<file path="src/rtl/muldiv_pkg.sv">
package muldiv_pkg;

  // strobes from the sequencer to the datapath
  typedef struct packed {
    logic load;    // latch operands and operation
    logic step;    // advance the iterative datapath
    logic finish;  // last step: publish results and flags
  } ctrl_t;

endpackage

</file>
<file path="src/rtl/muldiv_ctrl.sv">
module muldiv_ctrl
  import muldiv_pkg::*;
#(
  parameter int STEPS = 4
) (
  input  logic  clk,
  input  logic  rstN,
  input  logic  start,
  output ctrl_t strobe,
  output logic  isBusy,
  output logic  done
);
  localparam int CW = (STEPS > 1) ? $clog2(STEPS) : 1;
  localparam logic [CW-1:0] LAST = CW'(STEPS - 1);

  logic [CW-1:0] stepCnt;

  always_comb begin
    strobe.load   = start && !isBusy;
    strobe.step   = isBusy;
    strobe.finish = isBusy && (stepCnt == LAST);
  end

  always_ff @(posedge clk) begin
    if (!rstN) begin
      isBusy  <= 1'b0;
      stepCnt <= '0;
      done    <= 1'b0;
    end else begin
      done <= strobe.finish;
      if (strobe.load) begin
        isBusy  <= 1'b1;
        stepCnt <= '0;
      end else if (strobe.finish) begin
        isBusy  <= 1'b0;
      end else if (isBusy) begin
        stepCnt <= stepCnt + 1'b1;
      end
    end
  end
endmodule

</file>
<file path="src/rtl/muldiv_dp.sv">
module muldiv_dp
  import muldiv_pkg::*;
#(
  parameter int WIDTH = 8,
  parameter int BITS_PER_STEP = 2
) (
  input  logic             clk,
  input  logic             rstN,
  input  ctrl_t            strobe,
  input  logic             opDiv,
  input  logic [WIDTH-1:0] accIn,
  input  logic [WIDTH-1:0] bIn,
  output logic [WIDTH-1:0] accOut,
  output logic [WIDTH-1:0] bOut,
  output logic             carryOut,
  output logic             ovOut
);
  localparam int WW = 2 * WIDTH;

  // work register: upper half holds partial product / remainder,
  // lower half holds remaining multiplier bits / quotient bits
  logic [WW-1:0]    work;
  logic [WIDTH-1:0] operand;
  logic [WIDTH-1:0] origAcc;
  logic             divMode;

  function automatic logic [WW-1:0] mulBit(input logic [WW-1:0] w,
                                           input logic [WIDTH-1:0] m);
    logic [WIDTH:0] sum;
    sum = {1'b0, w[WW-1:WIDTH]} + (w[0] ? {1'b0, m} : '0);
    return {sum, w[WIDTH-1:1]};
  endfunction

  function automatic logic [WW-1:0] divBit(input logic [WW-1:0] w,
                                           input logic [WIDTH-1:0] d);
    logic [WW:0]    sh;
    logic [WIDTH:0] top;
    logic [WIDTH:0] diff;
    sh   = {w, 1'b0};
    top  = sh[WW:WIDTH];
    diff = top - {1'b0, d};
    if (top >= {1'b0, d}) return {diff[WIDTH-1:0], sh[WIDTH-1:1], 1'b1};
    else                  return {top[WIDTH-1:0], sh[WIDTH-1:1], 1'b0};
  endfunction

  // chain of BITS_PER_STEP single-bit stages evaluated in one cycle
  logic [WW-1:0] chain [BITS_PER_STEP+1];
  assign chain[0] = work;

  for (genvar g = 0; g < BITS_PER_STEP; g++) begin : g_stage
    assign chain[g+1] = divMode ? divBit(chain[g], operand)
                                : mulBit(chain[g], operand);
  end

  logic [WW-1:0] nextWork;
  assign nextWork = chain[BITS_PER_STEP];

  logic divZero;
  assign divZero = divMode && (operand == '0);

  always_ff @(posedge clk) begin
    if (!rstN) begin
      work     <= '0;
      operand  <= '0;
      origAcc  <= '0;
      divMode  <= 1'b0;
      accOut   <= '0;
      bOut     <= '0;
      carryOut <= 1'b0;
      ovOut    <= 1'b0;
    end else begin
      if (strobe.load) begin
        work    <= {{WIDTH{1'b0}}, accIn};
        operand <= bIn;
        origAcc <= accIn;
        divMode <= opDiv;
      end else if (strobe.step) begin
        work <= nextWork;
      end

      if (strobe.finish) begin
        carryOut <= 1'b0;
        if (divZero) begin
          accOut <= origAcc;
          bOut   <= operand;
          ovOut  <= 1'b1;
        end else begin
          accOut <= nextWork[WIDTH-1:0];
          bOut   <= nextWork[WW-1:WIDTH];
          ovOut  <= divMode ? 1'b0 : (nextWork[WW-1:WIDTH] != '0);
        end
      end
    end
  end
endmodule

</file>
<file path="src/rtl/muldiv_seq.sv">
module muldiv_seq
  import muldiv_pkg::*;
#(
  parameter int WIDTH = 8,
  parameter int BITS_PER_STEP = 2
) (
  input  logic             clk,
  input  logic             rstN,
  input  logic             start,
  input  logic             opDiv,
  input  logic [WIDTH-1:0] accIn,
  input  logic [WIDTH-1:0] bIn,
  output logic [WIDTH-1:0] accOut,
  output logic [WIDTH-1:0] bOut,
  output logic             carryOut,
  output logic             ovOut,
  output logic             done
);
  localparam int STEPS = WIDTH / BITS_PER_STEP;

  ctrl_t strobe;
  logic  isBusy;

  muldiv_ctrl #(.STEPS(STEPS)) u_ctrl (
    .clk    (clk),
    .rstN   (rstN),
    .start  (start),
    .strobe (strobe),
    .isBusy (isBusy),
    .done   (done)
  );

  muldiv_dp #(.WIDTH(WIDTH), .BITS_PER_STEP(BITS_PER_STEP)) u_dp (
    .clk      (clk),
    .rstN     (rstN),
    .strobe   (strobe),
    .opDiv    (opDiv),
    .accIn    (accIn),
    .bIn      (bIn),
    .accOut   (accOut),
    .bOut     (bOut),
    .carryOut (carryOut),
    .ovOut    (ovOut)
  );
endmodule

</file>
<file path="config.mk">
export PLATFORM = sky130hd
export DESIGN_NAME = muldiv_seq
export DESIGN_NICKNAME = d
export VERILOG_FILES = /design/src/rtl/muldiv_pkg.sv /design/src/rtl/muldiv_ctrl.sv /design/src/rtl/muldiv_dp.sv /design/src/rtl/muldiv_seq.sv
export SDC_FILE = /design/constraint.sdc
export NUM_CORES = 1
export LEC_CHECK = 0
export BUFFER_PORTS_ARGS = -buffer_cell sky130_fd_sc_hd__buf_2
export CORE_UTILIZATION = 40
export CTS_CLUSTER_DIAMETER = 50
export DETAILED_ROUTE_END_ITERATION = 12
export GPL_TIMING_DRIVEN = 0
export PLACE_DENSITY = 0.62
export SLEW_MARGIN = 10
export SYNTH_ARGS = -nofsm -noshare
export SYNTH_HDL_FRONTEND = slang
export SYNTH_SLANG_ARGS = --single-unit
</file>
<file path="constraint.sdc">
create_clock -name clk -period 4.3 [get_ports clk]
set_input_delay 0.43 -clock clk [delete_from_list [all_inputs] [get_ports clk]]
set_output_delay 0.43 -clock clk [all_outputs]
set_load 0.05 [all_outputs]
</file>
==> out/qor.txt <==
OUTCOME
--------------------------------------------------------------------------------
Status ............................................................ complete, no violations

WORST SETUP PATH
--------------------------------------------------------------------------------
Reg-to-reg critical path startpoint ............................... u_dp.operand[6]
Largest delay share family, worst path ............................ compound AO/OA/AOI/OAI gates
Data required, critical path ......................................      4.50 ns
Crit path launch type .............................................    flip-flop
Crit-path slowest cell ............................................ sky130_fd_sc_hd__or3b_2
Crit Path Max Fanout ..............................................            8
Delay contributed by the slowest stage of the critical path .......      0.47 ns
Most Frequent Cell on Critical Path ............................... sky130_fd_sc_hd__a21oi_2
Crit Path Class ................................................... flip-flop to flip-flop
Cells on worst reg2reg path .......................................           20
CP bufs+invs ......................................................            2
Worst path arrival time ...........................................      4.45 ns
Flop-to-flop setup slack ..........................................      0.06 ns
Worst path cell trace ............................................. inv_2 > ha_4 > a21oi_4 > o21ai_4 > o21bai_4 > nor2_4 > buf_6 > a21oi_4 > and2_1 > ha_2 > fa_2 > a21o_1 > a21oi_2 > nor2b_1 > o21ai_0 > or3b_2 > a21oi_2 > a21oi_2 > nor4_2 > a31oi_1
Worst setup EP type ...............................................    flip-flop
Reg-to-reg critical path endpoint .................................   u_dp.ovOut

STA
--------------------------------------------------------------------------------
WHS ...............................................................     0.335 ns
Maximum clock skew at final layout ................................    0.0101 ns
Final hold violations .............................................            0
Total negative slack for setup checks .............................         0 ns
Smallest setup slack after layout .................................    0.0563 ns
Setup-failing EPs final ...........................................            0
Period utilisation layout .........................................        98.7%
Slew Limit Fails ..................................................            0
Highest clock frequency the design can meet .......................      236 MHz
Measured slew at the worst slew-check pin .........................      1.26 ns
Worst max-slew margin expressed relative to the limit .............        15.0%
Final min period ..................................................      4.24 ns
Setup repair after global routing missed its margin ...............          yes

GLOBAL ROUTING
--------------------------------------------------------------------------------
GR Util met1 ......................................................        31.8%
Number of global-route vias before repair .........................         3760
Global routing usage on met2 ......................................        40.4%
Largest net degree at the start of global routing .................           18
Top Usage Layer GRT ...............................................         met2
GRT Residual Overflow .............................................            0
Wire length of the first global-routing pass ......................      18.9 mm
Total global routing track utilization ............................        23.8%
Met3 layer usage reported by global route .........................        3.61%
Initial antenna violation count ...................................            0

FINAL LAYOUT
--------------------------------------------------------------------------------
Final net count ...................................................          624
P&R area growth vs syn ............................................        31.1%
Multi-input gate area .............................................   3160 sq um
Inserted Diodes ...................................................            0
Filler Cells Inserted .............................................          912
Layout cell share with drive strength beyond 1 ....................        31.3%
Register Area .....................................................   1110 sq um
Core Util, Final ..................................................        54.8%

YOSYS
--------------------------------------------------------------------------------
Async set or reset register ratio after synthesis .................           0%
Yosys warning total ...............................................            0
Cell type with the highest aggregate area in the netlist .......... sky130_fd_sc_hd__dfxtp_1
Post-synthesis sequential element count ...........................           54
Netlist cell types ................................................           63
Average footprint of a synthesized cell ...........................   7.95 sq um
Synthesized netlist net count .....................................          550
Sequential cell area fraction in the yosys report .................        27.6%
Leading post-synthesis cells by cell area ......................... sky130_fd_sc_hd__dfxtp_1 (28%), sky130_fd_sc_hd__ha_1 (11%), sky130_fd_sc_hd__a21oi_1 (6.8%), sky130_fd_sc_hd__nand2_1 (5.6%), sky130_fd_sc_hd__mux2i_1 (4.3%)
Dominant cell by count in the synthesized netlist ................. sky130_fd_sc_hd__nand2_1
Cell Area, Synth ..................................................   3920 sq um
Fraction of post-synthesis cell area in the top cell type by area .        27.6%
Number of enable flip-flop cells after synthesis ..................            0
Top post-synthesis cells by count ................................. sky130_fd_sc_hd__nand2_1 (58), sky130_fd_sc_hd__dfxtp_1 (54), sky130_fd_sc_hd__a21oi_1 (53)
Most common flop cell mapped by yosys ............................. sky130_fd_sc_hd__dfxtp_1
Instance count of the mapped netlist ..............................          493

CLOCKING
--------------------------------------------------------------------------------
Worst skew pair latency ...........................................      0.31 ns
Clock-pin slew on the worst setup and hold paths ..................      0.10 ns
Maximum clock path buffer count ...................................            2
Clock tree from TritonCTS .........................................        built
Root Driver ....................................................... sky130_fd_sc_hd__clkbuf_8
Clock tree sinks ..................................................           54
Clock buffer count from CTS .......................................            5
Number of levels the H-tree was split into ........................            2

WORST HOLD PATH
--------------------------------------------------------------------------------
Number of cells traversed by the worst hold path ..................            3
Classification of the worst-slack hold path ....................... input pin to flip-flop
Hold endpoint ..................................................... u_dp.operand[7]
Worst Hold Launch .................................................       bIn[7]

PWR
--------------------------------------------------------------------------------
Peak ir drop on the vdd network ...................................     0.208 mV
Static power due to leakage .......................................      2.10 nW
Cell Pwr Density ..................................................  325 nW/um^2

DETAILED ROUTING
--------------------------------------------------------------------------------
Post-route DRC violation count ....................................            0
First-pass DRT Iterations .........................................            4
Antenna-violating nets left .......................................            0
Final routed wirelength across all metal layers ...................      11.9 mm
Via density .......................................................         5.66
First-iteration detailed-routing DRC count ........................          244
Detailed-route wire length per cell ...............................      17.1 um
Via count .........................................................         3944

FLOORPLANNING
--------------------------------------------------------------------------------
Std cell rows .....................................................           35
Area of the die ...................................................  10200 sq um
Number of I/O pins ................................................           39
Initial cell density of the core ..................................        41.8%
Die W .............................................................       101 um
Core ar. ..........................................................   9370 sq um
Die Y-Extent ......................................................       101 um

PLACED DESIGN
--------------------------------------------------------------------------------
Worst slack at placement ..........................................    -0.821 ns
Final HPWL from detailed placement ................................      8.63 mm
RD Place Congestion ...............................................        0.880
Number of port buffers ............................................           36

RUN
--------------------------------------------------------------------------------
Maximum capacitance violations ....................................            0

[report_power, final]
part           internal [W]  switching, W  leakage (nW)
logic              0.000333      0.000422          1.59
clock network      0.000192      0.000176        0.0618
registers          0.000521     0.0000268         0.448
[cells by family (layout without fill, tap and decap cells)]
group	Yosys count	after routing	synth area share (%)
other cells	1	1	0.0957
buf+inv	40	114	4.15
mux	18	18	4.63
simple gates	166	166	20.6
xor+xnor	15	15	3.35
fa+ha+maj	37	37	12.6
flops	54	54	27.6
compound gates	162	163	27.0
[layout by cell type, fill, tap and decap left out, drive strengths merged, types with 5 or more instances in the layout]
master,instances
a31oi,12
a21o,8
and2,18
mux2i,17
dfxtp,54
ha,33
o21ai,31
nand3,7
a211oi,20
a21oi,53
xnor2,11
nand2,58
nor2,41
buf,72
nor2b,12
o211ai,10
nand2b,8
clkbuf,19
inv,21
a22o,5
[stage by stage]
stage               std cells  power (W)  instance area (sq um)
floorplan                 493   0.000930                   3920
global placement          658    0.00105                   4260
detailed placement        658    0.00105                   4260
CTS                       680    0.00155                   4720
global route              697    0.00175                   5140
finish                    697    0.00167                   5140
[registers in the layout, summed over array words and instances (netlist names)]
name	cells
u_ctrl.isBusy	1
u_ctrl.done	1
u_dp.bOut	8
u_dp.accOut	8
u_dp.work	16
u_ctrl.stepCnt	2
u_dp.operand	8
u_dp.ovOut	1
u_dp.divMode	1
u_dp.origAcc	8
[tightest hold or removal path, cell delays in order]
cell and delay, ns:
sky130_fd_sc_hd__buf_2 0.09, sky130_fd_sc_hd__nand2_1 0.05, sky130_fd_sc_hd__a21oi_1 0.05
[how the worst max path moves through the flow]
stage,from,to,slack [ns],depth (start not counted)
2_1_floorplan,u_dp.operand[3],u_dp.ovOut,0.18,19
3_3_place_gp,u_dp.operand[6],u_dp.work[15],-0.79,19
3_5_place_dp,u_dp.operand[6],u_dp.work[15],-0.82,19
4_1_cts,u_dp.operand[6],u_dp.ovOut,0.005,20
5_1_grt,u_dp.operand[6],u_dp.ovOut,-0.11,19
6_report,u_dp.operand[6],u_dp.ovOut,0.06,20
[layer usage]
metal	up-vias	share of wire [%]
met5	-	0
met4	0	2.3
met3	24	4.5
met2	110	47
met1	1877	46
li1	1933	-
[cell type report]
cell class,count,share of cell area [%]
clock buffer,6,1.61
multi-input combinational,400,61.5
timing repair buffer,66,8.11
inverter,21,1.58
sequential,54,21.6
buffer,19,1.66
clock inverter,2,0.755
tap,129,3.14
[what timing repair did]
item / 4_1_cts / 5_1_grt
buffers inserted: 13 / 17
hold buffers: 0 / 0
setup endpoints to repair: 19 / 19
cloned: 1 / 0
resized for setup: 50 / 69
pin swaps: 14 / 29
Power figures use the tool's default switching activity.
